## config.mk

```make
export PLATFORM = sky130hd
export DESIGN_NAME = sram_part_ctrl
export DESIGN_NICKNAME = d
export VERILOG_FILES = /design/src/rtl/sram_part_pkg.sv /design/src/rtl/sram_cfg_regs.sv /design/src/rtl/sram_bank_decode.sv /design/src/rtl/sram_access_fsm.sv /design/src/rtl/sram_part_ctrl.sv
export SDC_FILE = /design/constraint.sdc
export NUM_CORES = 1
export LEC_CHECK = 0
export ABC_AREA = 0
export BUFFER_PORTS_ARGS = -buffer_cell sky130_fd_sc_hd__buf_2
export CORE_MARGIN = 4
export CORE_UTILIZATION = 50
export DETAILED_ROUTE_END_ITERATION = 16
export GPL_TIMING_DRIVEN = 1
export HOLD_SLACK_MARGIN = 0.12
export PLACE_DENSITY_LB_ADDON = 0.12
export SLEW_MARGIN = 20
export SYNTH_ARGS = -nofsm -noshare
export SYNTH_HDL_FRONTEND = slang
export SYNTH_SLANG_ARGS = --single-unit
```

## constraint.sdc

```tcl
create_clock -name clk -period 3.4 [get_ports clk]
set_clock_uncertainty 0.15 [all_clocks]
set_input_delay 0.51 -clock clk [delete_from_list [all_inputs] [get_ports clk]]
set_output_delay 0.51 -clock clk [all_outputs]
set_load 0.02 [all_outputs]
```

## src/rtl/sram_part_pkg.sv

```systemverilog
package sram_part_pkg;
  typedef enum logic [1:0] {
    ST_IDLE   = 2'd0,
    ST_SETUP  = 2'd1,
    ST_STROBE = 2'd2,
    ST_HOLD   = 2'd3
  } seq_state_t;

  localparam int unsigned CFG_SEL_WS = 4;
endpackage

```

## src/rtl/sram_cfg_regs.sv

```systemverilog
module sram_cfg_regs #(
  parameter int unsigned BANKS  = 4,
  parameter int unsigned BND_W  = 8,
  parameter int unsigned WS_W   = 3,
  parameter int unsigned CSEL_W = 3
) (
  input  logic                            clk,
  input  logic                            rst,
  input  logic                            cfg_we,
  input  logic [CSEL_W-1:0]               cfg_sel,
  input  logic [BND_W-1:0]                cfg_wdata,
  output logic [BANKS-1:0][BND_W-1:0]     bnd,
  output logic [WS_W-1:0]                 ws
);
  localparam int unsigned STEP = (1 << BND_W) / BANKS;

  for (genvar n = 0; n < BANKS; n++) begin : g_bnd
    always_ff @(posedge clk) begin
      if (rst) begin
        bnd[n] <= BND_W'(n * STEP);
      end else if (cfg_we && (cfg_sel == CSEL_W'(n))) begin
        bnd[n] <= cfg_wdata;
      end
    end
  end

  always_ff @(posedge clk) begin
    if (rst) begin
      ws <= '0;
    end else if (cfg_we && (cfg_sel == CSEL_W'(sram_part_pkg::CFG_SEL_WS))) begin
      ws <= cfg_wdata[WS_W-1:0];
    end
  end
endmodule

```

## src/rtl/sram_bank_decode.sv

```systemverilog
module sram_bank_decode #(
  parameter int unsigned ADDR_W = 16,
  parameter int unsigned BANKS  = 4,
  parameter int unsigned BND_W  = 8
) (
  input  logic [ADDR_W-1:0]           addr,
  input  logic [BANKS-1:0][BND_W-1:0] bnd,
  output logic [BANKS-1:0]            cs_n
);
  localparam int unsigned BIDX_W = (BANKS > 1) ? $clog2(BANKS) : 1;

  logic [BND_W-1:0]  hi;
  logic [BANKS-1:0]  hit;
  logic [BIDX_W-1:0] sel;

  assign hi = addr[ADDR_W-1 -: BND_W];

  for (genvar n = 0; n < BANKS; n++) begin : g_cmp
    assign hit[n] = (hi >= bnd[n]);
  end

  always_comb begin
    sel = '0;
    for (int n = 0; n < BANKS; n++) begin
      if (hit[n]) sel = BIDX_W'(n);
    end
    cs_n = ~(BANKS'(1) << sel);
  end
endmodule

```

## src/rtl/sram_access_fsm.sv

```systemverilog
module sram_access_fsm
  import sram_part_pkg::*;
#(
  parameter int unsigned ADDR_W = 16,
  parameter int unsigned DATA_W = 16,
  parameter int unsigned BANKS  = 4,
  parameter int unsigned WS_W   = 3,
  parameter int unsigned LEN_W  = 16
) (
  input  logic              clk,
  input  logic              rst,
  input  logic              req_valid,
  input  logic              req_write,
  input  logic [ADDR_W-1:0] req_addr,
  input  logic [LEN_W-1:0]  req_len,
  input  logic [DATA_W-1:0] req_wdata,
  input  logic [WS_W-1:0]   ws_cfg,
  output logic [ADDR_W-1:0] next_addr,
  input  logic [BANKS-1:0]  next_cs_n,
  output logic              busy,
  output logic              done,
  output logic [DATA_W-1:0] rd_data,
  output logic [ADDR_W-1:0] mem_addr,
  output logic [BANKS-1:0]  mem_cs_n,
  output logic              mem_we_n,
  output logic              mem_oe_n,
  output logic [DATA_W-1:0] mem_dq_o,
  output logic              mem_dq_oe,
  input  logic [DATA_W-1:0] mem_dq_i
);
  seq_state_t       state;
  logic             wr_q;
  logic [WS_W-1:0]  ws_q;
  logic [WS_W-1:0]  cnt_q;
  logic [LEN_W-1:0] left_q;
  logic             more;

  assign next_addr = (state == ST_IDLE) ? req_addr : mem_addr + ADDR_W'(1);
  assign more      = (left_q > LEN_W'(1));

  always_ff @(posedge clk) begin
    if (rst) begin
      state     <= ST_IDLE;
      wr_q      <= 1'b0;
      ws_q      <= '0;
      cnt_q     <= '0;
      left_q    <= '0;
      busy      <= 1'b0;
      done      <= 1'b0;
      rd_data   <= '0;
      mem_addr  <= '0;
      mem_cs_n  <= '1;
      mem_we_n  <= 1'b1;
      mem_oe_n  <= 1'b1;
      mem_dq_o  <= '0;
      mem_dq_oe <= 1'b0;
    end else begin
      unique case (state)
        ST_IDLE: begin
          done <= 1'b0;
          if (req_valid) begin
            state     <= ST_SETUP;
            busy      <= 1'b1;
            wr_q      <= req_write;
            ws_q      <= ws_cfg;
            left_q    <= (req_len == '0) ? LEN_W'(1) : req_len;
            mem_addr  <= next_addr;
            mem_cs_n  <= next_cs_n;
            mem_dq_o  <= req_wdata;
            mem_dq_oe <= req_write;
          end
        end
        ST_SETUP: begin
          state <= ST_STROBE;
          cnt_q <= ws_q;
          if (wr_q) mem_we_n <= 1'b0;
          else      mem_oe_n <= 1'b0;
        end
        ST_STROBE: begin
          if (cnt_q == '0) begin
            state    <= ST_HOLD;
            mem_we_n <= 1'b1;
            mem_oe_n <= 1'b1;
            done     <= 1'b1;
            if (!wr_q) rd_data <= mem_dq_i;
          end else begin
            cnt_q <= cnt_q - WS_W'(1);
          end
        end
        ST_HOLD: begin
          done <= 1'b0;
          if (more) begin
            state    <= ST_SETUP;
            left_q   <= left_q - LEN_W'(1);
            ws_q     <= ws_cfg;
            mem_addr <= next_addr;
            mem_cs_n <= next_cs_n;
            mem_dq_o <= req_wdata;
          end else begin
            state     <= ST_IDLE;
            busy      <= 1'b0;
            mem_cs_n  <= '1;
            mem_dq_oe <= 1'b0;
          end
        end
        default: state <= ST_IDLE;
      endcase
    end
  end
endmodule

```

## src/rtl/sram_part_ctrl.sv

```systemverilog
module sram_part_ctrl #(
  parameter int unsigned ADDR_W = 16,
  parameter int unsigned DATA_W = 16,
  parameter int unsigned BANKS  = 4,
  parameter int unsigned BND_W  = 8,
  parameter int unsigned WS_W   = 3,
  parameter int unsigned LEN_W  = 16,
  parameter int unsigned CSEL_W = 3
) (
  input  logic              clk,
  input  logic              rst,
  input  logic              cfg_we,
  input  logic [CSEL_W-1:0] cfg_sel,
  input  logic [BND_W-1:0]  cfg_wdata,
  input  logic              req_valid,
  input  logic              req_write,
  input  logic [ADDR_W-1:0] req_addr,
  input  logic [LEN_W-1:0]  req_len,
  input  logic [DATA_W-1:0] req_wdata,
  output logic              busy,
  output logic              done,
  output logic [DATA_W-1:0] rd_data,
  output logic [ADDR_W-1:0] mem_addr,
  output logic [BANKS-1:0]  mem_cs_n,
  output logic              mem_we_n,
  output logic              mem_oe_n,
  output logic [DATA_W-1:0] mem_dq_o,
  output logic              mem_dq_oe,
  input  logic [DATA_W-1:0] mem_dq_i
);
  logic [BANKS-1:0][BND_W-1:0] bnd;
  logic [WS_W-1:0]             ws;
  logic [ADDR_W-1:0]           next_addr;
  logic [BANKS-1:0]            next_cs_n;

  sram_cfg_regs #(
    .BANKS(BANKS), .BND_W(BND_W), .WS_W(WS_W), .CSEL_W(CSEL_W)
  ) u_cfg (
    .clk(clk), .rst(rst), .cfg_we(cfg_we), .cfg_sel(cfg_sel),
    .cfg_wdata(cfg_wdata), .bnd(bnd), .ws(ws)
  );

  sram_bank_decode #(
    .ADDR_W(ADDR_W), .BANKS(BANKS), .BND_W(BND_W)
  ) u_dec (
    .addr(next_addr), .bnd(bnd), .cs_n(next_cs_n)
  );

  sram_access_fsm #(
    .ADDR_W(ADDR_W), .DATA_W(DATA_W), .BANKS(BANKS),
    .WS_W(WS_W), .LEN_W(LEN_W)
  ) u_seq (
    .clk(clk), .rst(rst),
    .req_valid(req_valid), .req_write(req_write), .req_addr(req_addr),
    .req_len(req_len), .req_wdata(req_wdata), .ws_cfg(ws),
    .next_addr(next_addr), .next_cs_n(next_cs_n),
    .busy(busy), .done(done), .rd_data(rd_data),
    .mem_addr(mem_addr), .mem_cs_n(mem_cs_n), .mem_we_n(mem_we_n),
    .mem_oe_n(mem_oe_n), .mem_dq_o(mem_dq_o), .mem_dq_oe(mem_dq_oe),
    .mem_dq_i(mem_dq_i)
  );
endmodule

```

# ---- Yosys cells after proc, flatten, opt, wreduce, memory -nomap -nowiden
# Cells that the tools add are included.
dict set report word_totals {
  word_cells 100
  reg_bits 109
  in_bits 80
}
dict set report classes {
  n_mux 37
  n_addsub 3
  n_eq_ne 14
  reduce_logical 21
  n_lt_le_gt_ge 4
  bitwise 2
  n_shift 1
}
# operator count
set ops {}
lappend ops {{$mux W16} 8}
lappend ops {{$pmux W16 S2} 3}
lappend ops {{$ge A8 B8 Y1} 3}
lappend ops {{$add A16 B1 Y16 const B} 1}
lappend ops {{$gt A16 B1 Y1 const B} 1}
lappend ops {{$logic_not A16 Y1} 1}
lappend ops {{$sub A16 B1 Y16 const B} 1}
lappend ops {{$reduce_and A3 Y1} 5}
lappend ops {{$pmux W3 S2} 2}
lappend ops {{$pmux W1 S2} 5}
lappend ops {{$reduce_and A2 Y1} 5}
lappend ops {{$mux W3} 3}
lappend ops {{$mux W1} 8}
lappend ops {{$mux W2} 4}
lappend ops {{$mux W4} 2}
lappend ops {{$ne A2 B2 Y1 const B} 4}
lappend ops {{$pmux W2 S4} 1}
lappend ops {{$pmux W4 S2} 1}
lappend ops {{$eq A3 B2 Y1 const B} 2}
lappend ops {{$ne A2 B1 Y1 const B} 3}
lappend ops {{$reduce_bool A2 Y1} 3}
lappend ops {{$eq A2 B2 Y1 const B} 2}
lappend ops {{$logic_and A1 B1 Y1} 4}
lappend ops {{$not A4 Y4} 1}
lappend ops {{9 further kinds} 9}

# ---- Logic depth before layout (Yosys ltp)
dict set report logic_depth {
  ltp_word 10
  mapped_depth 12
}

# ---- Cells and area by module
# A second synthesis with hierarchy kept.
dict set report unflattened {
  hier_cells 764
  area_unflattened_um2 6150.9
}
# mod cells_each instances area_each_um2
set by_module_without_submodules {}
lappend by_module_without_submodules {sram_access_fsm 550 1 4086.4}
lappend by_module_without_submodules {sram_cfg_regs 133 1 1442.6}
lappend by_module_without_submodules {sram_bank_decode 81 1 621.8}

# ---- Least setup slack after synthesis
# Ideal clock, no wire load.
dict set report synth_path {
  path_kind {reg-to-reg}
  from {register u_seq.mem_addr[2]}
  to {register u_seq.mem_cs_n[2]}
  stages_incl_launch_ff 11
  setup_time_ps 130
  t_arrival_ps 2763
  slack_ps 357
  cell_sequence {dfxtp_1 nand4_1 nor4_1 xnor2_1 o21ai_0 ha_1 and3_1 a221oi_1 o31ai_1 o32ai_1 nand2_1}
}
dict set report synth_via {
  elab_chain_cells 10
}
# element line
set synth_lines {}
lappend synth_lines {{start: declaration} sram_access_fsm.sv:23} ;# output logic [ADDR_W-1:0] mem_addr,
lappend synth_lines {{start signal: assignment} sram_access_fsm.sv:67} ;# mem_addr <= next_addr;
lappend synth_lines {{start signal: assignment} sram_access_fsm.sv:96} ;# mem_addr <= next_addr;
lappend synth_lines {{$add A16 B1 Y16 (*)} sram_access_fsm.sv:38} ;# assign next_addr = (state == ST_IDLE) ? req_addr : mem_addr + ADDR_W'(1);
lappend synth_lines {{$mux W16 (*)} sram_access_fsm.sv:38}
lappend synth_lines {{net next_addr[15]} sram_part_ctrl.sv:33} ;# logic [ADDR_W-1:0] next_addr;
lappend synth_lines {{$ge A8 B8 Y1} sram_bank_decode.sv:19} ;# assign hit[n] = (hi >= bnd[n]);
lappend synth_lines {{$mux W1} sram_bank_decode.sv:25} ;# if (hit[n]) sel = BIDX_W'(n);
lappend synth_lines {{$mux W2} sram_bank_decode.sv:25}
lappend synth_lines {{$mux W2 (*)} sram_bank_decode.sv:25}
lappend synth_lines {{$shl A1 B2 Y4 (*)} sram_bank_decode.sv:27} ;# cs_n = ~(BANKS'(1) << sel);
lappend synth_lines {{$not A4 Y4 (*)} sram_bank_decode.sv:27}
lappend synth_lines {{$mux W4 (on tied branches)} {sram_access_fsm.sv:92, sram_access_fsm.sv:61}}
lappend synth_lines {{$pmux W4 S2 (*)} sram_access_fsm.sv:58} ;# unique case (state)
lappend synth_lines {{end signal: assignment} sram_access_fsm.sv:68} ;# mem_cs_n <= next_cs_n;
lappend synth_lines {{end signal: assignment} sram_access_fsm.sv:97} ;# mem_cs_n <= next_cs_n;
lappend synth_lines {{end: declaration} sram_access_fsm.sv:24} ;# output logic [BANKS-1:0] mem_cs_n,
# Mark *: on every way through the listed nets, which the timed path passes. The rest lies on a longest branch. The select of a mux whose other input is x is not followed.
# A chain may end at the register's enable or synchronous reset.

# ---- Worst setup path after layout
dict set report layout_path {
  from {register u_seq.mem_addr[0]}
  to {register u_seq.mem_cs_n[0]}
}
# Same word-level chain as after synthesis.

==> results.ini <==
[drt]
drtIter0Drc=440
wl_mm=15.42
vias=5594
ant_nets=0
wl_per_cell_um=15.48
firstDrtPassIters=5
drc=0
viasPerCell=5.616

[yosys]
synth-edff-count=0
ys.flop_type=dfxtp_1
ys_async_sr_fraction_pct=0
syn_area_um2=5710
yosys.area.top_type=dfxtp_1
ys_seq_area_share_pct=38.21
ys_seq_elements=109
syn_area_per_cell_um2=7.844
synth_top_area_share_pct=38.21
yosysWarnings=0
yosys-top-cells-area=dfxtp_1 (38%), nand2_1 (9.9%), a21oi_1 (8.1%)
synthCells=728
synth_cell_types=60
syn_nets=841

[die]
ios=137
rows=38
die-height_um=114.9
core_area_um2=11030
die_area_um2=13200
start_util_pct=51.77
die_x_um=114.9

[worst_hold_path]
hp-class=primary input to flop
min_delay_path_depth=3

[timing]
report.final.hold_viol_count=0
finalSetupViolCount=0
rsz0062_at_grt=no
holdWs_ns=0.2358
tightest_slew_ns=0.8207
drv_slew=0
layout_setup_ws_ns=0.1891
timing.fmax_mhz=311.4
maxSlewHeadroom_pct=44.71
post-route-period-util_pct=94.44
fin_crit_ns=3.211
finalSetupTns_ns=0

[power]
vdd_drop_max_mv=0.3570
powerDensity_nw_per_um2=715.2
p_leak_nw=2.844
p_total_mw=4.895

[clock_tree]
ctsHtreeMaxLevel=3
cts_root_buffer=clkbuf_16
cts_buffers=9
path_clk_slew_ns=0.07
cts_sinks=109
clock_latency_ns=0.36
tritoncts=yes
clk_path_buf_depth=2

[cells_and_area]
final_cells=996
multiInputGateArea_um2=3224
drive_gt1_share_pct=22.66
nFillCells=1015
final_nets=964
final_common_cell=nand2_1
design_area_um2=6844
layout_common_cells=nand2_1 (151), buf_2 (136), dfxtp_1 (108), a21oi_1 (92), nor2_1 (47)
seqCellArea_um2=2183
diodes=0
finish.utilization_pct=62.05
syn2layout_area_growth_pct=19.85

[setup_path]
cp_max_fo=7
cp_data_arrival_time_ns=3.33
crit_path_cell_trace=ha_1 -> nand3_2 -> nor4_1 -> xnor2_1 -> o21ai_0 -> ha_1 -> nand2_1 -> o31ai_1 -> nor2_1 -> a41oi_1
endpoint_kind=flop
critical_path_class=flop to flop
slowest_stage=o21ai_0
crit_required_ns=3.52
path_buf_inv=0
crit_path_max_incr_delay_ns=0.65
r2r_cells=10
crit_top_cell=ha_1
cpLargestDelayFamily=compound AO/OA/AOI/OAI gates
timing.critical_path.from_type=flop
critical_path_depth=10

[placement]
pre_cts_slack_ns=0.2263
dp_cells=979
hpwl_mm=11.03
gp_congestion=0.8433
post_dp_cell_area_um2=6490
port_buffers=136

[grt]
gr-total-overflow=0
grt_pass1_wl_mm=24.56
track_usage_pct=22.74
antenna_found_initial=0
grt_max_degree=48
grt_pass1_vias=5263

[run_status]
outcome=complete, no violations

[run]
drv_cap=0

-- worst register-to-register path, cell delays in order, from the launching register on --
cell     delay, ns
dfxtp_1       0.44
ha_1          0.25
nand3_2       0.17
nor4_1        0.33
xnor2_1       0.10
o21ai_0       0.65
ha_1          0.23
nand2_1       0.06
o31ai_1       0.42
nor2_1        0.11
a41oi_1       0.23
-- layout make-up --
class	instances	area share, %
multi-input cells	544	47.11
well taps	140	2.559
clock inverters	6	1.024
repair buffers	152	11.99
clock buffers	10	3.492
flip-flops and latches	109	31.90
inverters	35	1.920
-- cells in the mapped netlist (7+ instances only) --
cell type  number
nand2_1       151
dfxtp_1       109
a21oi_1        92
nor2_1         47
o21ai_0        38
inv_1          34
ha_1           33
clkbuf_1       26
nor3_1         18
mux2i_1        14
nor2b_1        13
and3_1         10
nand3_1        10
nor4_1          9
a31o_2          8
a21o_1          7
xnor2_1         7
-- routing by layer --
layer | track usage [%] | share of wire [%] | up-vias
met5 | 0 | 0 | -
met1 | 30.19 | 45 | 2608
met2 | 36.11 | 46 | 169
li1 | - | - | 2794
met4 | 9.546 | 1.9 | 0
met3 | 4.579 | 6.9 | 23
-- worst paths after layout --
path / start / slack (ns) / to
min: mem_dq_i[3] / 0.24 / u_seq.rd_data[3]
max: u_seq.mem_addr[0] / 0.19 / u_seq.mem_cs_n[0]
max reg2reg: u_seq.mem_addr[0] / 0.19 / u_seq.mem_cs_n[0]
min reg2reg: u_seq.rd_data[7] / 0.30 / u_seq.rd_data[7]
-- state kept, by name, indices dropped and copies added (netlist names) --
register,cells
u_cfg.ws,3
u_seq.ws_q,3
u_seq.rd_data,16
u_seq.state,2
u_seq.mem_cs_n,4
u_seq.cnt_q,3
u_seq.wr_q,1
u_seq.mem_addr,16
u_seq.mem_dq_o,16
u_seq.done,1
u_seq.mem_dq_oe,1
u_seq.mem_oe_n,1
u_cfg.bnd,24
u_seq.mem_we_n,1
u_seq.busy,1
u_seq.left_q,16
-- where the power goes --
group          switching (mW)  internal (mW)
Clock                   0.493          0.597
Sequential              0.198           1.48
Combinational            1.32          0.804
-- logic make-up (layout without fill, tap and decap cells) --
group,count (synthesis),after routing,synth area share (%)
buffers and inverters,75,203,5.740
multiplexers,17,17,3.045
AO/OA/AOI/OAI,197,197,20.88
flip-flops,109,109,38.21
AND/OR/NAND/NOR,290,290,23.82
XOR/XNOR,7,7,1.074
adder cells (fa/ha/maj),33,33,7.231
-- timing repair --
item,CTS,global route
hold buffers,0,0
setup buffers,0,0
resized for setup,0,5
setup endpoints to repair,0,3
Note: power is estimated with default switching activity, not from simulation.
